File: config.mk
export PLATFORM = sky130hd
export DESIGN_NAME = scope_trig
export DESIGN_NICKNAME = d
export VERILOG_FILES = /design/src/rtl/scope_trig_pkg.sv /design/src/rtl/scope_trig_regs.sv /design/src/rtl/scope_trig_level.sv /design/src/rtl/scope_trig_lanes.sv /design/src/rtl/scope_trig_holdoff.sv /design/src/rtl/scope_trig.sv
export SDC_FILE = /design/constraint.sdc
export NUM_CORES = 1
export LEC_CHECK = 0
export BUFFER_PORTS_ARGS = -buffer_cell sky130_fd_sc_hd__buf_2
export CAP_MARGIN = 40
export CORE_ASPECT_RATIO = 1.4
export CORE_MARGIN = 2
export CORE_UTILIZATION = 35
export CTS_BUF_LIST = sky130_fd_sc_hd__clkbuf_8
export CTS_CLUSTER_DIAMETER = 150
export DETAILED_ROUTE_END_ITERATION = 16
export GPL_ROUTABILITY_DRIVEN = 0
export PLACE_DENSITY_LB_ADDON = 0.12
export SLEW_MARGIN = 20
export SYNTH_ARGS = -nofsm -noshare
export SYNTH_HDL_FRONTEND = slang
export SYNTH_HIERARCHICAL = 1
export SYNTH_SLANG_ARGS = --single-unit
File: constraint.sdc
create_clock -name clk -period 4.5 [get_ports clk]
set_input_delay 0.9 -clock clk [delete_from_list [all_inputs] [get_ports clk]]
set_output_delay 0.9 -clock clk [all_outputs]
set_load 0.03 [all_outputs]
File: src/rtl/scope_trig_pkg.sv
package scope_trig_pkg;

  typedef enum logic [1:0] {
    MODE_LEVEL  = 2'b00,
    MODE_NARROW = 2'b01,
    MODE_WIDE   = 2'b10,
    MODE_LANES  = 2'b11
  } trig_mode_e;

  // control register layout (bit positions are decoded by the trigger logic)
  typedef struct packed {
    logic       en;       // 7
    trig_mode_e mode;     // 6:5
    logic [1:0] src;      // 4:3
    logic       falling;  // 2
    logic [1:0] thr_hi;   // 1:0
  } ctrl_t;

  localparam logic [3:0] A_THR_LO  = 4'd3;
  localparam logic [3:0] A_CTRL    = 4'd4;
  localparam logic [3:0] A_LMATCH  = 4'd5;
  localparam logic [3:0] A_LMASK   = 4'd6;
  localparam logic [3:0] A_HOLD_LO = 4'd7;
  localparam logic [3:0] A_HOLD_HI = 4'd8;
  localparam logic [3:0] A_WLIM    = 4'd11;

  localparam logic [1:0] SRC_PULSE = 2'b00;

endpackage

File: src/rtl/scope_trig_regs.sv
module scope_trig_regs
  import scope_trig_pkg::*;
#(
  parameter int REG_W  = 8,
  parameter int ADDR_W = 4,
  localparam int HOLD_W = 2 * REG_W
) (
  input  logic              clk,
  input  logic              rst_n,
  input  logic              wr,
  input  logic [ADDR_W-1:0] addr,
  input  logic [REG_W-1:0]  wdata,
  output logic [REG_W-1:0]  thr_lo,
  output ctrl_t             ctrl,
  output logic [REG_W-1:0]  lmatch,
  output logic [REG_W-1:0]  lmask,
  output logic [HOLD_W-1:0] hold,
  output logic [REG_W-1:0]  wlim
);

  logic [REG_W-1:0] hold_lo, hold_hi;

  always_ff @(posedge clk or negedge rst_n) begin
    if (!rst_n) begin
      thr_lo  <= '0;
      ctrl    <= '0;
      lmatch  <= '0;
      lmask   <= '0;
      hold_lo <= '0;
      hold_hi <= '0;
      wlim    <= '0;
    end else if (wr) begin
      case (addr)
        A_THR_LO:  thr_lo  <= wdata;
        A_CTRL:    ctrl    <= ctrl_t'(wdata);
        A_LMATCH:  lmatch  <= wdata;
        A_LMASK:   lmask   <= wdata;
        A_HOLD_LO: hold_lo <= wdata;
        A_HOLD_HI: hold_hi <= wdata;
        A_WLIM:    wlim    <= wdata;
        default:   ;
      endcase
    end
  end

  assign hold = {hold_hi, hold_lo};

endmodule

File: src/rtl/scope_trig_level.sv
module scope_trig_level
  import scope_trig_pkg::*;
#(
  parameter int SAMPLE_W = 10,
  parameter int WIDTH_W  = 8
) (
  input  logic                clk,
  input  logic                rst_n,
  input  logic                beat,
  input  logic [SAMPLE_W-1:0] level,
  input  logic [SAMPLE_W-1:0] thresh,
  input  logic                falling,
  input  trig_mode_e          mode,
  input  logic [WIDTH_W-1:0]  wlim,
  output logic                fire
);

  logic               prev_above, primed, measuring;
  logic [WIDTH_W-1:0] width_q, width_n;
  logic               above, up_x, down_x, qual_x, opp_x;

  assign above  = level >= thresh;
  assign up_x   = primed && !prev_above && above;
  assign down_x = primed && prev_above && !above;
  assign qual_x = falling ? down_x : up_x;
  assign opp_x  = falling ? up_x : down_x;
  assign width_n = (width_q == '1) ? width_q : width_q + 1'b1;

  always_comb begin
    unique case (mode)
      MODE_LEVEL:  fire = qual_x;
      MODE_NARROW: fire = measuring && opp_x && (width_n < wlim);
      MODE_WIDE:   fire = measuring && opp_x && (width_n >= wlim);
      default:     fire = 1'b0;
    endcase
  end

  always_ff @(posedge clk or negedge rst_n) begin
    if (!rst_n) begin
      prev_above <= 1'b0;
      primed     <= 1'b0;
      measuring  <= 1'b0;
      width_q    <= '0;
    end else if (beat) begin
      prev_above <= above;
      primed     <= 1'b1;
      if (qual_x) begin
        measuring <= 1'b1;
        width_q   <= '0;
      end else if (measuring) begin
        if (opp_x) measuring <= 1'b0;
        else       width_q   <= width_n;
      end
    end
  end

endmodule

File: src/rtl/scope_trig_lanes.sv
module scope_trig_lanes #(
  parameter int LANE_W = 8
) (
  input  logic [LANE_W-1:0] lanes,
  input  logic [LANE_W-1:0] match,
  input  logic [LANE_W-1:0] ignore,
  output logic              hit
);

  logic [LANE_W-1:0] miss;

  for (genvar i = 0; i < LANE_W; i++) begin : g_lane
    assign miss[i] = !ignore[i] && (lanes[i] != match[i]);
  end

  assign hit = (miss == '0);

endmodule

File: src/rtl/scope_trig_holdoff.sv
module scope_trig_holdoff #(
  parameter int HOLD_W = 16
) (
  input  logic              clk,
  input  logic              rst_n,
  input  logic              beat,
  input  logic              event_in,
  input  logic [HOLD_W-1:0] hold_val,
  output logic              pulse,
  output logic              busy
);

  logic [HOLD_W-1:0] hold_cnt;

  assign busy = (hold_cnt != '0);

  always_ff @(posedge clk or negedge rst_n) begin
    if (!rst_n) begin
      hold_cnt <= '0;
      pulse    <= 1'b0;
    end else begin
      pulse <= 1'b0;
      if (beat) begin
        if (busy) begin
          hold_cnt <= hold_cnt - 1'b1;
        end else if (event_in) begin
          pulse    <= 1'b1;
          hold_cnt <= hold_val;
        end
      end
    end
  end

endmodule

File: src/rtl/scope_trig.sv
module scope_trig
  import scope_trig_pkg::*;
#(
  parameter int SAMPLE_W = 10,
  parameter int LANE_W   = 8,
  parameter int REG_W    = 8,
  parameter int ADDR_W   = 4
) (
  input  logic                clk,
  input  logic                rst_n,
  input  logic                cfg_wr,
  input  logic [ADDR_W-1:0]   cfg_addr,
  input  logic [REG_W-1:0]    cfg_wdata,
  input  logic                smp_valid,
  output logic                smp_ready,
  input  logic [SAMPLE_W-1:0] smp_level,
  input  logic [LANE_W-1:0]   smp_lanes,
  output logic                trig_pulse
);

  localparam int HOLD_W = 2 * REG_W;

  logic [REG_W-1:0]    thr_lo, lmatch, lmask, wlim;
  logic [HOLD_W-1:0]   hold_val;
  ctrl_t               ctrl;
  logic [SAMPLE_W-1:0] thresh;
  logic                beat, level_fire, lane_hit, trig_event, hold_busy;

  assign smp_ready = 1'b1;
  assign beat      = smp_valid && smp_ready;
  assign thresh    = {ctrl.thr_hi, thr_lo};

  scope_trig_regs #(.REG_W(REG_W), .ADDR_W(ADDR_W)) u_regs (
    .clk(clk), .rst_n(rst_n), .wr(cfg_wr), .addr(cfg_addr), .wdata(cfg_wdata),
    .thr_lo(thr_lo), .ctrl(ctrl), .lmatch(lmatch), .lmask(lmask),
    .hold(hold_val), .wlim(wlim)
  );

  scope_trig_level #(.SAMPLE_W(SAMPLE_W), .WIDTH_W(REG_W)) u_level (
    .clk(clk), .rst_n(rst_n), .beat(beat), .level(smp_level), .thresh(thresh),
    .falling(ctrl.falling), .mode(ctrl.mode), .wlim(wlim), .fire(level_fire)
  );

  scope_trig_lanes #(.LANE_W(LANE_W)) u_lanes (
    .lanes(smp_lanes), .match(lmatch[LANE_W-1:0]), .ignore(lmask[LANE_W-1:0]),
    .hit(lane_hit)
  );

  assign trig_event = ctrl.en && (ctrl.src == SRC_PULSE) &&
                      ((ctrl.mode == MODE_LANES) ? lane_hit : level_fire);

  scope_trig_holdoff #(.HOLD_W(HOLD_W)) u_hold (
    .clk(clk), .rst_n(rst_n), .beat(beat), .event_in(trig_event),
    .hold_val(hold_val), .pulse(trig_pulse), .busy(hold_busy)
  );

endmodule

==> run_summary.xml, run 1 <==
<?xml version="1.0" encoding="UTF-8"?>
<metrics>
  <group name="synthesis">
    <metric name="synth_xor_area_share" unit="%">1.87</metric>
    <metric name="synth-compound-area-share" unit="%">13.4</metric>
    <metric name="synth_cell_type_count" unit="">72</metric>
    <metric name="synthesis.area_per_instance" unit="sq um">11.2</metric>
    <metric name="dominantRegCellSynth" unit="">sky130_fd_sc_hd__dfrtp_1</metric>
    <metric name="netlist_top_cells_area" unit="">sky130_fd_sc_hd__dfrtp_1 45%, sky130_fd_sc_hd__mux2_2 13%, sky130_fd_sc_hd__ha_1 6.4%</metric>
    <metric name="synth_mux_area_share" unit="%">14.7</metric>
    <metric name="post_synthesis_share_of_cell_area_spent_on_and_or_nand_and_nor_gates" unit="%">15.5</metric>
    <metric name="synth_fp_nets" unit="">478</metric>
    <metric name="yosys_warnings" unit="">6</metric>
    <metric name="netlist.top_cell.by_area" unit="">sky130_fd_sc_hd__dfrtp_1</metric>
    <metric name="post_synth_instance_area" unit="sq mm">0.00469</metric>
    <metric name="synth_edf_count" unit="">0</metric>
    <metric name="synth-seq-cells" unit="">84</metric>
    <metric name="yosys.area.top_type_share" unit="%">44.8</metric>
    <metric name="largest_family_of_logic_cells_by_synthesized_area" unit="">simple AND/OR/NAND/NOR gates</metric>
    <metric name="synth_sequential_area_ratio" unit="%">44.8</metric>
    <metric name="synthAdderAreaFrac" unit="%">6.40</metric>
    <metric name="ys_async_rst_share" unit="%">100</metric>
    <metric name="post_syn_instances" unit="">420</metric>
  </group>
  <group name="worst_setup_path">
    <metric name="worst_r2r_path_depth" unit="">19</metric>
    <metric name="critPathKind" unit="">flip-flop to flip-flop</metric>
    <metric name="setup.worst_path.end_class" unit="">flip-flop</metric>
    <metric name="worst_ep_arrival_time" unit="ps">4320</metric>
    <metric name="reg2reg_to" unit="">u_hold/hold_cnt[10]$_DFFE_PN0P_</metric>
    <metric name="ff2ff_setup_slack" unit="ps">460</metric>
    <metric name="crit-reg2reg-launch" unit="">u_level/width_q[0]$_DFFE_PN0P_</metric>
    <metric name="worst_setup_path_start_kind" unit="">flip-flop</metric>
    <metric name="worst-endpoint-required" unit="ps">4780</metric>
    <metric name="critical_path.max_fanout" unit="">6</metric>
  </group>
  <group name="timing">
    <metric name="grt_setup_unrepaired" unit="">false</metric>
    <metric name="report.final.slew_viol_count" unit="">0</metric>
    <metric name="clock.fmax" unit="MHz">248</metric>
    <metric name="fin_crit" unit="ps">4040</metric>
    <metric name="fin_tns_setup" unit="ps">0</metric>
    <metric name="slew-limit-headroom" unit="%">35.1</metric>
    <metric name="layout_worst_path_cycle_share" unit="%">89.7</metric>
    <metric name="clock_skew" unit="ps">12.1</metric>
    <metric name="final_hold_violation_count" unit="">0</metric>
    <metric name="setup_viol" unit="">0</metric>
    <metric name="worst-slew-pin-transition" unit="ps">971</metric>
  </group>
  <group name="clocking">
    <metric name="postCtsHoldBufs" unit="">0</metric>
    <metric name="htreeDepth" unit="">3</metric>
    <metric name="cts_tree" unit="">built</metric>
    <metric name="total_clock_buffers_created_by_cts" unit="">9</metric>
    <metric name="clk_root_buffer_cell" unit="">sky130_fd_sc_hd__clkbuf_8</metric>
    <metric name="clock_latency" unit="ps">360</metric>
    <metric name="clock_sinks" unit="">84</metric>
    <metric name="cts.reportedPaths.clkPinSlew" unit="ps">90</metric>
    <metric name="cts.path.max_buffers" unit="">2</metric>
  </group>
  <group name="floorplanning">
    <metric name="die_area" unit="sq mm">0.0144</metric>
    <metric name="initial_core_util" unit="%">35.4</metric>
    <metric name="core_area" unit="sq mm">0.0133</metric>
    <metric name="pin_count" unit="">36</metric>
    <metric name="die_width" unit="um">102</metric>
    <metric name="row_count" unit="">50</metric>
    <metric name="chipHeight" unit="um">141</metric>
  </group>
  <group name="global_routing">
    <metric name="grt_pass1_vias" unit="">3431</metric>
    <metric name="grt_first_pass_wirelength" unit="um">18100</metric>
    <metric name="initial_antenna_violation_count" unit="">0</metric>
    <metric name="grt_usage" unit="%">16.3</metric>
    <metric name="largest_net_degree_at_the_start_of_global_routing" unit="">45</metric>
    <metric name="gr-total-overflow" unit="">0</metric>
  </group>
  <group name="pwr">
    <metric name="power.share.switching" unit="%">34.0</metric>
    <metric name="power_frac_seq" unit="%">45.8</metric>
    <metric name="power.density_cell_area" unit="mW/mm^2">461</metric>
    <metric name="share_clk_of_total_power" unit="%">24.9</metric>
    <metric name="p_comb_share" unit="%">29.3</metric>
    <metric name="design_power_total" unit="mW">2.46</metric>
    <metric name="switchingPower" unit="uW">837</metric>
    <metric name="power.ir.vdd_worst" unit="V">0.000251</metric>
    <metric name="leakage" unit="nW">2.34</metric>
    <metric name="cell_internal_pwr" unit="mW">1.62</metric>
  </group>
  <group name="routing">
    <metric name="dr.first_iter.drc_count" unit="">137</metric>
    <metric name="dr.pass1.iters" unit="">4</metric>
    <metric name="detail_route.wl_per_cell" unit="um">16.6</metric>
    <metric name="detail_route.wirelength" unit="um">10700</metric>
    <metric name="num_vias" unit="">3319</metric>
    <metric name="drt-vias-per-instance" unit="">5.12</metric>
    <metric name="drtAntennaViolNets" unit="">0</metric>
    <metric name="remaining_drc_errors" unit="">0</metric>
  </group>
  <group name="cells_and_area">
    <metric name="area.sequential" unit="sq mm">0.00210</metric>
    <metric name="layout_common_cells" unit="">84 x sky130_fd_sc_hd__dfrtp_1, 56 x sky130_fd_sc_hd__mux2_2, 33 x sky130_fd_sc_hd__buf_2</metric>
    <metric name="synthToLayoutAreaGrowth" unit="%">13.8</metric>
    <metric name="multi_input_comb_area" unit="sq mm">0.00245</metric>
    <metric name="fillerInstances" unit="">1328</metric>
    <metric name="final_layout_size_suffix_gt1_share" unit="%">31.5</metric>
    <metric name="layout.cells.most_common" unit="">sky130_fd_sc_hd__dfrtp_1</metric>
    <metric name="antenna_cells_inserted" unit="">0</metric>
    <metric name="num-nets-final" unit="">519</metric>
  </group>
  <group name="run">
    <metric name="max_cap_viol_count" unit="">0</metric>
  </group>
  <group name="hold_path">
    <metric name="timing.hold.worst_path_depth" unit="">1</metric>
    <metric name="holdPathEnd" unit="">u_regs/hold_hi[1]$_DFFE_PN0P_</metric>
    <metric name="start_point_of_the_worst_hold_path" unit="">u_regs/hold_hi[1]$_DFFE_PN0P_</metric>
    <metric name="worst_hold_path_type" unit="">flip-flop to flip-flop</metric>
  </group>
  <group name="run_status">
    <metric name="run_status" unit="">finished, final reports clean</metric>
  </group>
  <group name="place">
    <metric name="port_buffers" unit="">34</metric>
    <metric name="dp_hpwl" unit="um">7940</metric>
  </group>
</metrics>
## through the flow
step | std cells | setup WS [ps] | hold slack (ps) | util (%) | area, sq um
6_report | 648 | 465 | 507 | 40.3 | 5340
5_1_grt | 648 | 163 | 515 | 40.3 | 5340
4_1_cts | 646 | 176 | 510 | 40.1 | 5320
3_5_place_dp | 630 | 20.9 | 490 | 38.4 | 5090
3_3_place_gp | 629 | 155 | 488 | 38.2 | 5060
2_1_floorplan | 420 | 545 | 440 | - | 4690
## layout make-up
| class | instances | share of cell area (%) |
|---|---|---|
| Inverter | 30 | 2.11 |
| Clock buffer | 9 | 2.32 |
| Multi-Input combinational cell | 298 | 45.9 |
| Clock inverter | 7 | 1.87 |
| Sequential cell | 84 | 39.4 |
| Timing Repair Buffer | 38 | 4.17 |
| Tap cell | 182 | 4.27 |
## synthesized netlist by cell type (6+ instances only)
cell type and number:
sky130_fd_sc_hd__a2bb2oi_1 7, sky130_fd_sc_hd__inv_1 29, sky130_fd_sc_hd__nand3_1 10, sky130_fd_sc_hd__nor3_1 6, sky130_fd_sc_hd__nor2_1 20, sky130_fd_sc_hd__o22ai_1 6, sky130_fd_sc_hd__nand2_1 25, sky130_fd_sc_hd__o21ai_0 15
sky130_fd_sc_hd__a21oi_1 28, sky130_fd_sc_hd__mux2_2 56, sky130_fd_sc_hd__ha_1 24, sky130_fd_sc_hd__dfrtp_1 84, sky130_fd_sc_hd__xnor2_1 9
## flip-flops by register name (all words and copies together), names as in the netlist
| register | count |
|---|---|
| u_regs/ctrl | 8 |
| u_regs/hold_hi | 8 |
| u_level/measuring | 1 |
| u_level/prev_above | 1 |
| u_regs/hold_lo | 8 |
| u_hold/pulse | 1 |
| u_regs/lmask | 8 |
| u_regs/wlim | 8 |
| u_regs/lmatch | 8 |
| u_regs/thr_lo | 8 |
| u_level/primed | 1 |
| u_level/width_q | 8 |
| u_hold/hold_cnt | 16 |
## metal layers
| layer | track usage [%] | share of wire, % | up-vias |
|---|---|---|---|
| li1 | - | - | 1616 |
| met1 | 21.4 | 45 | 1634 |
| met2 | 27.5 | 51 | 58 |
| met3 | 2.18 | 2.6 | 11 |
| met4 | 5.19 | 1.5 | 0 |
| met5 | 0 | 0 | - |
## kinds of logic (layout without fill, tap and decap cells)
family	after synthesis	after routing
XOR/XNOR	10	10
adder cells (fa/ha/maj)	24	24
AO/OA/AOI/OAI	91	91
AND/OR/NAND/NOR	111	111
multiplexers	61	61
flip-flops	84	84
other	1	1
buffers and inverters	38	84
## how the worst max path moves through the flow
stage	slack, ps	endpoint	from	cells past startpoint
2_1_floorplan	550	u_hold/hold_cnt[14]$_DFFE_PN0P_	u_level/width_q[3]$_DFFE_PN0P_	19
3_3_place_gp	160	u_hold/hold_cnt[10]$_DFFE_PN0P_	u_level/width_q[3]$_DFFE_PN0P_	17
3_5_place_dp	20	u_hold/hold_cnt[10]$_DFFE_PN0P_	u_level/width_q[0]$_DFFE_PN0P_	17
4_1_cts	180	u_hold/hold_cnt[10]$_DFFE_PN0P_	u_level/width_q[0]$_DFFE_PN0P_	17
5_1_grt	160	u_hold/hold_cnt[15]$_DFFE_PN0P_	u_level/width_q[0]$_DFFE_PN0P_	19
6_report	460	u_hold/hold_cnt[10]$_DFFE_PN0P_	u_level/width_q[0]$_DFFE_PN0P_	19
## power by group through the flow
stage	Combinational, mW	Clock, mW	Sequential [mW]
floorplan	0.578	0	1.08
global placement	0.703	0	1.14
detailed placement	0.723	0	1.14
CTS	0.727	0.633	1.13
global route	0.819	0.663	1.16
finish	0.720	0.613	1.13
## repair_timing
action                                  in CTS  in global routing
pin swaps                                    0                  1
gates cloned                                 0                  0
gates resized for setup                      1                  1
endpoints found under the setup margin       1                 13
setup buffers                                0                  2
## worst max-delay path: stages (launching register included)
cell	delay [ps]
sky130_fd_sc_hd__dfrtp_1	460
sky130_fd_sc_hd__ha_1	270
sky130_fd_sc_hd__a31oi_1	260
sky130_fd_sc_hd__nand3_1	120
sky130_fd_sc_hd__or2_2	300
sky130_fd_sc_hd__nand2_1	80
sky130_fd_sc_hd__ha_1	230
sky130_fd_sc_hd__a21o_1	180
sky130_fd_sc_hd__a21o_1	160
sky130_fd_sc_hd__a21o_1	180
sky130_fd_sc_hd__nor2_1	90
sky130_fd_sc_hd__o21ai_0	70
sky130_fd_sc_hd__o31ai_1	200
sky130_fd_sc_hd__a21bo_2	270
sky130_fd_sc_hd__a2111oi_4	270
sky130_fd_sc_hd__buf_4	200
sky130_fd_sc_hd__inv_1	100
sky130_fd_sc_hd__a21oi_1	210
sky130_fd_sc_hd__o32ai_1	130
sky130_fd_sc_hd__nor3_1	180
Power figures use the tool's default switching activity.
==> inputs of run 2 (changes only) <==
--- a/config.mk
+++ b/config.mk
@@ -5,7 +5,6 @@
 export SDC_FILE = /design/constraint.sdc
 export NUM_CORES = 1
 export LEC_CHECK = 0
-export BUFFER_PORTS_ARGS = -buffer_cell sky130_fd_sc_hd__buf_2
 export CAP_MARGIN = 40
 export CORE_ASPECT_RATIO = 1.4
 export CORE_MARGIN = 2
@@ -13,6 +12,7 @@
 export CTS_BUF_LIST = sky130_fd_sc_hd__clkbuf_8
 export CTS_CLUSTER_DIAMETER = 150
 export DETAILED_ROUTE_END_ITERATION = 16
+export DONT_BUFFER_PORTS = 1
 export GPL_ROUTABILITY_DRIVEN = 0
 export PLACE_DENSITY_LB_ADDON = 0.12
 export SLEW_MARGIN = 20
==> run 2 against run 1 <==
  * Non-clock buffer count shrank 36
  * Clock skew decreased by 3.6 ps
  * Global-route usage fell by 0.67 points
  * Critical path depth fell by 1
  * Die area did not move
  * Combinational power shrank 6.7%
  * Design area fell by 4.0%
  * Total power down 2.3%
  * Via count fell by 5.1%
  * Critical path type unchanged
  * Critical endpoint unchanged
  * Largest cell class unchanged
  * Highest routed layer unchanged
==> run_summary.xml, run 2 (synthesized netlist as in run 1, its figures left out) <==
<?xml version="1.0" encoding="UTF-8"?>
<metrics>
  <group name="run_status">
    <metric name="run_status" unit="">finished, final reports clean</metric>
  </group>
  <group name="clocking">
    <metric name="clk_root_buffer_cell" unit="">sky130_fd_sc_hd__clkbuf_8</metric>
    <metric name="postCtsHoldBufs" unit="">0</metric>
    <metric name="postCtsSetupBuffers" unit="">0</metric>
    <metric name="cts.reportedPaths.clkPinSlew" unit="ps">90</metric>
    <metric name="clock_sinks" unit="">84</metric>
    <metric name="cts_tree" unit="">built</metric>
    <metric name="clock_latency" unit="ps">350</metric>
    <metric name="cts.path.max_buffers" unit="">2</metric>
    <metric name="post_cts.resized_instances" unit="">0</metric>
    <metric name="total_clock_buffers_created_by_cts" unit="">9</metric>
    <metric name="htreeDepth" unit="">3</metric>
  </group>
  <group name="worst_setup_path">
    <metric name="startpoint" unit="">u_level/width_q[0]$_DFFE_PN0P_</metric>
    <metric name="critical_path.max_fanout" unit="">6</metric>
    <metric name="critPathKind" unit="">flip-flop to flip-flop</metric>
    <metric name="worst_ep_arrival_time" unit="ps">4390</metric>
    <metric name="crit-reg2reg-launch" unit="">u_level/width_q[0]$_DFFE_PN0P_</metric>
    <metric name="worst-endpoint-required" unit="ps">4770</metric>
    <metric name="worst_setup_path_start_kind" unit="">flip-flop</metric>
    <metric name="setup.worst_path.end_class" unit="">flip-flop</metric>
  </group>
  <group name="cells_and_area">
    <metric name="layout_common_cells" unit="">84 x sky130_fd_sc_hd__dfrtp_1, 56 x sky130_fd_sc_hd__mux2_2, 29 x sky130_fd_sc_hd__inv_1</metric>
    <metric name="antenna_cells_inserted" unit="">0</metric>
    <metric name="register_name_with_the_most_flops" unit="">u_hold/hold_cnt</metric>
    <metric name="finalCoreUtilization" unit="%">38.6</metric>
    <metric name="synthToLayoutAreaGrowth" unit="%">9.26</metric>
    <metric name="largest_register_ff_count" unit="">16</metric>
    <metric name="fillerInstances" unit="">1343</metric>
    <metric name="design_area" unit="sq mm">0.00512</metric>
    <metric name="stdcell_count" unit="">612</metric>
    <metric name="layout.cells.most_common" unit="">sky130_fd_sc_hd__dfrtp_1</metric>
    <metric name="final_layout_size_suffix_gt1_share" unit="%">25.8</metric>
    <metric name="num-nets-final" unit="">483</metric>
  </group>
  <group name="timing">
    <metric name="layout_worst_path_cycle_share" unit="%">91.6</metric>
    <metric name="setup_viol" unit="">0</metric>
    <metric name="final_hold_violation_count" unit="">0</metric>
    <metric name="grt_setup_unrepaired" unit="">false</metric>
    <metric name="timing.hold.ws" unit="ps">232</metric>
    <metric name="worst-slew-pin-transition" unit="ps">755</metric>
    <metric name="report.final.slew_viol_count" unit="">0</metric>
    <metric name="fin_tns_setup" unit="ps">0</metric>
    <metric name="clock_skew" unit="ps">8.53</metric>
    <metric name="fin_crit" unit="ps">4120</metric>
    <metric name="clock.fmax" unit="MHz">243</metric>
    <metric name="slew-limit-headroom" unit="%">49.5</metric>
  </group>
  <group name="pwr">
    <metric name="power_frac_seq" unit="%">46.9</metric>
    <metric name="power.share.switching" unit="%">33.0</metric>
    <metric name="switchingPower" unit="uW">793</metric>
    <metric name="p_comb_share" unit="%">27.9</metric>
    <metric name="cell_internal_pwr" unit="mW">1.61</metric>
    <metric name="power.density_cell_area" unit="mW/mm^2">469</metric>
    <metric name="share_clk_of_total_power" unit="%">25.1</metric>
    <metric name="power.ir.vdd_worst" unit="V">0.000240</metric>
    <metric name="leakage" unit="nW">2.19</metric>
  </group>
  <group name="routing">
    <metric name="dr.pass1.iters" unit="">4</metric>
    <metric name="num_vias" unit="">3151</metric>
    <metric name="detail_route.wirelength" unit="um">10500</metric>
    <metric name="detail_route.wl_per_cell" unit="um">17.2</metric>
    <metric name="drtAntennaViolNets" unit="">0</metric>
    <metric name="remaining_drc_errors" unit="">0</metric>
    <metric name="dr.first_iter.drc_count" unit="">142</metric>
    <metric name="drt-vias-per-instance" unit="">5.15</metric>
  </group>
  <group name="place">
    <metric name="detailed_place.area" unit="sq mm">0.00489</metric>
    <metric name="port_buffers" unit="">0</metric>
    <metric name="dp_hpwl" unit="um">7630</metric>
    <metric name="dpl.cell_count" unit="">596</metric>
  </group>
  <group name="global_routing">
    <metric name="gr-total-overflow" unit="">0</metric>
    <metric name="grt_usage" unit="%">15.6</metric>
    <metric name="grt_pass1_vias" unit="">3184</metric>
    <metric name="grt_first_pass_wirelength" unit="um">17100</metric>
    <metric name="largest_net_degree_at_the_start_of_global_routing" unit="">85</metric>
    <metric name="initial_antenna_violation_count" unit="">0</metric>
  </group>
  <group name="floorplanning">
    <metric name="die_width" unit="um">102</metric>
    <metric name="chipHeight" unit="um">141</metric>
    <metric name="die_area" unit="sq mm">0.0144</metric>
    <metric name="core_area" unit="sq mm">0.0133</metric>
    <metric name="row_count" unit="">50</metric>
    <metric name="pin_count" unit="">36</metric>
    <metric name="initial_core_util" unit="%">35.4</metric>
  </group>
  <group name="run">
    <metric name="max_cap_viol_count" unit="">0</metric>
  </group>
  <group name="hold_path">
    <metric name="worst_hold_path_type" unit="">primary input to asynchronous set/reset pin</metric>
  </group>
</metrics>
[run 2: cell types whose count changed in the layout (fill, tap and decap cells not counted), sizes merged]
cell / change
buf: -36
clkinv: +2
clkinvlp: -2
[run 2: power groups by stage]
stage	Sequential, mW	Clock [mW]	Combinational, mW
5_1_grt	1.16	0.660	0.756
3_5_place_dp	1.14	0	0.674
2_1_floorplan	1.08	0	0.578
4_1_cts	1.13	0.629	0.678
6_report	1.13	0.605	0.672
3_3_place_gp	1.14	0	0.659
[run 2: worst max-delay path: stages, from the launching register on]
cell	delay, ps
sky130_fd_sc_hd__dfrtp_1	440
sky130_fd_sc_hd__ha_1	280
sky130_fd_sc_hd__a31oi_2	300
sky130_fd_sc_hd__nand3_1	130
sky130_fd_sc_hd__or2_2	300
sky130_fd_sc_hd__nand2_1	80
sky130_fd_sc_hd__ha_1	230
sky130_fd_sc_hd__a21o_1	180
sky130_fd_sc_hd__a21o_1	160
sky130_fd_sc_hd__a21o_1	180
sky130_fd_sc_hd__nor2_1	90
sky130_fd_sc_hd__o21ai_0	90
sky130_fd_sc_hd__o31ai_1	200
sky130_fd_sc_hd__a21bo_2	260
sky130_fd_sc_hd__a2111oi_4	410
sky130_fd_sc_hd__inv_1	170
sky130_fd_sc_hd__a21oi_1	220
sky130_fd_sc_hd__o32ai_1	130
sky130_fd_sc_hd__nor3_1	190
[run 2: metrics by stage]
stage	setup slack [ps]	power [mW]
after global routing	37.1	2.58
after floorplan	545	1.65
after detailed placement	371	1.82
after global placement	458	1.80
after CTS	314	2.44
final	376	2.41
[run 2: cell type report]
type	count	area [sq um]	share of cell area, %
clock buffers	9	124	2.42
clock inverters	7	98.8	1.93
well taps	182	228	4.44
flip-flops and latches	84	2100	41.0
repair buffers	2	15.0	0.293
multi-input cells	298	2440	47.7
inverters	30	113	2.20
[run 2: metal layers]
layer	share of wire, %	global-route usage (%)	vias to the layer above
met3	3.1	3.22	7
met2	51	25.6	61
met1	45	20.4	1545
met4	1.2	5.33	0
li1	-	-	1538
met5	0	0	-
[run 2: final timing paths]
check                      slack [ps]                               to  cells past startpoint
min                               230     u_regs/thr_lo[2]$_DFFE_PN0P_                      0
min in group clk                  510    u_regs/hold_hi[1]$_DFFE_PN0P_                      1
max                               380  u_hold/hold_cnt[10]$_DFFE_PN0P_                     18
min reg2reg                       510    u_regs/hold_hi[1]$_DFFE_PN0P_                      1
max reg2reg                       380  u_hold/hold_cnt[10]$_DFFE_PN0P_                     18
max in group asynchronous        4120  u_hold/hold_cnt[13]$_DFFE_PN0P_                      0
==> inputs of run 3 (changes only) <==
--- a/config.mk
+++ b/config.mk
@@ -8,13 +8,15 @@
 export CAP_MARGIN = 40
 export CORE_ASPECT_RATIO = 1.4
 export CORE_MARGIN = 2
-export CORE_UTILIZATION = 35
+export CORE_UTILIZATION = 30
 export CTS_BUF_LIST = sky130_fd_sc_hd__clkbuf_8
 export CTS_CLUSTER_DIAMETER = 150
 export DETAILED_ROUTE_END_ITERATION = 16
 export DONT_BUFFER_PORTS = 1
 export GPL_ROUTABILITY_DRIVEN = 0
 export PLACE_DENSITY_LB_ADDON = 0.12
+export RECOVER_POWER = 100
+export REMOVE_ABC_BUFFERS = 1
 export SLEW_MARGIN = 20
 export SYNTH_ARGS = -nofsm -noshare
 export SYNTH_HDL_FRONTEND = slang
==> run 3 against run 2 <==
  * The flow now finishes with violations (max-capacitance violations, max-slew violations)
  * Die area is 16% higher
  * Count of clock-buffer cells in the layout is the same
  * Design area shrank 1.2%
  * First-iteration DRC count is 20% higher
  * Sequential share of layout area up 0.51 points
  * Register-to-register slack about the same
  * Via count increased by 1.4%
  * Clock skew grew 4.6 ps
  * Fmax shrank 0.20%
  * Combinational power is 1% lower
  * Cell count increased by 2.3%
  * Critical path type unchanged
  * Largest cell class unchanged
  * Highest routed layer unchanged
==> run_summary.xml, run 3 (synthesized netlist as in run 1, its figures left out) <==
<?xml version="1.0" encoding="UTF-8"?>
<metrics>
  <group name="floorplanning">
    <metric name="row_count" unit="">54</metric>
    <metric name="pin_count" unit="">36</metric>
    <metric name="initial_core_util" unit="%">30.3</metric>
    <metric name="die_area" unit="sq mm">0.0167</metric>
    <metric name="die_width" unit="um">110</metric>
    <metric name="core_area" unit="sq mm">0.0155</metric>
    <metric name="chipHeight" unit="um">152</metric>
  </group>
  <group name="cells_and_area">
    <metric name="final_layout_size_suffix_gt1_share" unit="%">22.6</metric>
    <metric name="register_name_with_the_most_flops" unit="">u_hold/hold_cnt</metric>
    <metric name="design_area" unit="sq mm">0.00506</metric>
    <metric name="num-nets-final" unit="">483</metric>
    <metric name="finalCoreUtilization" unit="%">32.7</metric>
    <metric name="largest_register_ff_count" unit="">16</metric>
    <metric name="layout_common_cells" unit="">84 x sky130_fd_sc_hd__dfrtp_1, 56 x sky130_fd_sc_hd__mux2_2, 29 x sky130_fd_sc_hd__inv_1, 29 x sky130_fd_sc_hd__a21oi_1, 26 x sky130_fd_sc_hd__nand2_1</metric>
    <metric name="antenna_cells_inserted" unit="">0</metric>
    <metric name="layout.cells.most_common" unit="">sky130_fd_sc_hd__dfrtp_1</metric>
    <metric name="fillerInstances" unit="">1556</metric>
    <metric name="synthToLayoutAreaGrowth" unit="%">7.92</metric>
  </group>
  <group name="timing">
    <metric name="layout_worst_path_cycle_share" unit="%">91.8</metric>
    <metric name="fin_crit" unit="ps">4130</metric>
    <metric name="final_hold_violation_count" unit="">0</metric>
    <metric name="fin_tns_setup" unit="ps">0</metric>
    <metric name="clock.fmax" unit="MHz">242</metric>
    <metric name="worst-slew-pin-transition" unit="ps">1750</metric>
    <metric name="grt_setup_unrepaired" unit="">false</metric>
    <metric name="slew-limit-headroom" unit="%">-18.2</metric>
    <metric name="clock_skew" unit="ps">13.1</metric>
    <metric name="timing.final.ws_setup" unit="ps">368</metric>
    <metric name="setup_viol" unit="">0</metric>
    <metric name="report.final.slew_viol_count" unit="">9</metric>
  </group>
  <group name="clocking">
    <metric name="cts.reportedPaths.clkPinSlew" unit="ps">100</metric>
    <metric name="clock_latency" unit="ps">360</metric>
    <metric name="total_clock_buffers_created_by_cts" unit="">9</metric>
    <metric name="htreeDepth" unit="">3</metric>
    <metric name="clock_sinks" unit="">84</metric>
    <metric name="cts.path.max_buffers" unit="">2</metric>
    <metric name="cts_tree" unit="">built</metric>
    <metric name="clk_root_buffer_cell" unit="">sky130_fd_sc_hd__clkbuf_8</metric>
  </group>
  <group name="routing">
    <metric name="dr.pass1.iters" unit="">4</metric>
    <metric name="detail_route.wirelength" unit="um">11000</metric>
    <metric name="num_vias" unit="">3196</metric>
    <metric name="remaining_drc_errors" unit="">0</metric>
    <metric name="detail_route.wl_per_cell" unit="um">17.6</metric>
    <metric name="dr.first_iter.drc_count" unit="">171</metric>
    <metric name="drt-vias-per-instance" unit="">5.11</metric>
    <metric name="drtAntennaViolNets" unit="">0</metric>
  </group>
  <group name="worst_setup_path">
    <metric name="critPathKind" unit="">flip-flop to flip-flop</metric>
    <metric name="worst_ep_arrival_time" unit="ps">4360</metric>
    <metric name="ff2ff_setup_slack" unit="ps">370</metric>
    <metric name="setup.worst_path.end" unit="">u_hold/hold_cnt[10]$_DFFE_PN0P_</metric>
    <metric name="crit-reg2reg-launch" unit="">u_level/width_q[3]$_DFFE_PN0P_</metric>
    <metric name="worst_setup_path_start_kind" unit="">flip-flop</metric>
    <metric name="startpoint" unit="">u_level/width_q[3]$_DFFE_PN0P_</metric>
    <metric name="reg2reg_to" unit="">u_hold/hold_cnt[10]$_DFFE_PN0P_</metric>
    <metric name="worst_r2r_path_depth" unit="">18</metric>
    <metric name="setup.worst_path.end_class" unit="">flip-flop</metric>
    <metric name="worst-endpoint-required" unit="ps">4730</metric>
    <metric name="critical_path.max_fanout" unit="">11</metric>
  </group>
  <group name="run">
    <metric name="max_cap_viol_count" unit="">1</metric>
  </group>
  <group name="run_status">
    <metric name="run_status" unit="">finished, violations left</metric>
    <metric name="violations" unit="">max-capacitance violations, max-slew violations</metric>
  </group>
  <group name="hold_path">
    <metric name="worst_hold_path_type" unit="">primary input to asynchronous set/reset pin</metric>
  </group>
  <group name="global_routing">
    <metric name="gr-total-overflow" unit="">0</metric>
    <metric name="initial_antenna_violation_count" unit="">0</metric>
    <metric name="largest_net_degree_at_the_start_of_global_routing" unit="">85</metric>
    <metric name="grt_first_pass_wirelength" unit="um">18200</metric>
    <metric name="grt_usage" unit="%">14.1</metric>
    <metric name="grt_pass1_vias" unit="">3370</metric>
  </group>
  <group name="pwr">
    <metric name="design_power_total" unit="mW">2.43</metric>
    <metric name="power.ir.vdd_worst" unit="V">0.000275</metric>
    <metric name="power.density_cell_area" unit="mW/mm^2">480</metric>
    <metric name="leakage" unit="nW">2.15</metric>
  </group>
  <group name="place">
    <metric name="detailed_place.area" unit="sq mm">0.00491</metric>
    <metric name="dp_hpwl" unit="um">7990</metric>
    <metric name="port_buffers" unit="">0</metric>
    <metric name="worst_slack_at_placement" unit="ps">341</metric>
  </group>
</metrics>
run 3: final cells by class:
cell class	instances	area [sq um]	area share, %
clock buffer	9	124	2.45
inverter	30	113	2.22
clock inverter	7	108	2.13
timing repair buffer	2	15.0	0.297
tap	196	245	4.85
multi-input combinational	298	2350	46.5
sequential	84	2100	41.5
run 3: worst max-delay path: stages, from the launching register on:
cell                        delay [ps]
sky130_fd_sc_hd__dfrtp_1           470
sky130_fd_sc_hd__and4_1            240
sky130_fd_sc_hd__a31oi_2           290
sky130_fd_sc_hd__nand3_1           120
sky130_fd_sc_hd__or2_2             300
sky130_fd_sc_hd__nand2_1            80
sky130_fd_sc_hd__ha_1              230
sky130_fd_sc_hd__a21o_1            180
sky130_fd_sc_hd__a21o_1            160
sky130_fd_sc_hd__a21o_1            180
sky130_fd_sc_hd__nor2_1            120
sky130_fd_sc_hd__o21ai_0            90
sky130_fd_sc_hd__o31ai_1           220
sky130_fd_sc_hd__a21bo_1           260
sky130_fd_sc_hd__a2111oi_4         390
sky130_fd_sc_hd__nand3_1           110
sky130_fd_sc_hd__buf_4             210
sky130_fd_sc_hd__o32ai_1           250
sky130_fd_sc_hd__nor3_1             90
run 3: repair_timing:
action                     in CTS  in global routing
setup endpoints to repair       0                  2
hold buffers                    0                  0
buffers inserted                0                  0
resized for setup               0                  1
hold endpoints to repair        0                  0
run 3: power breakdown:
| group | switching [mW] | internal (mW) |
|---|---|---|
| registers | 0.182 | 0.948 |
| logic | 0.328 | 0.336 |
| clock network | 0.310 | 0.322 |
| total | 0.821 | 1.61 |
run 3: worst min-delay path by stage:
stage	to	start	slack, ps	depth (start not counted)
after floorplan	u_hold/hold_cnt[15]$_DFFE_PN0P_	u_regs/hold_hi[7]$_DFFE_PN0P_	440	2
after detailed placement	u_regs/hold_hi[4]$_DFFE_PN0P_	u_regs/hold_hi[4]$_DFFE_PN0P_	490	1
after CTS	u_level/primed$_DFFE_PN0P_	rst_n	200	0
after global placement	u_regs/lmask[7]$_DFFE_PN0P_	u_regs/lmask[7]$_DFFE_PN0P_	490	1
after global routing	u_regs/thr_lo[6]$_DFFE_PN0P_	rst_n	180	0
final	u_regs/thr_lo[6]$_DFFE_PN0P_	rst_n	220	0
run 3: metrics by stage:
step / hold slack [ps] / cells
after floorplan: 440 / 412
after global placement: 489 / 610
after detailed placement: 494 / 610
after CTS: 200 / 626
after global routing: 185 / 626
final: 221 / 626
run 3: per-layer routing:
metal	track usage (%)	up-vias	wire length, um	part of all wire, %
met5	0	-	0	0
met4	3.92	0	160	1.5
met3	2.66	12	374	3.4
met2	24.3	65	5710	52
met1	17.9	1582	4770	43
li1	-	1537	-	-
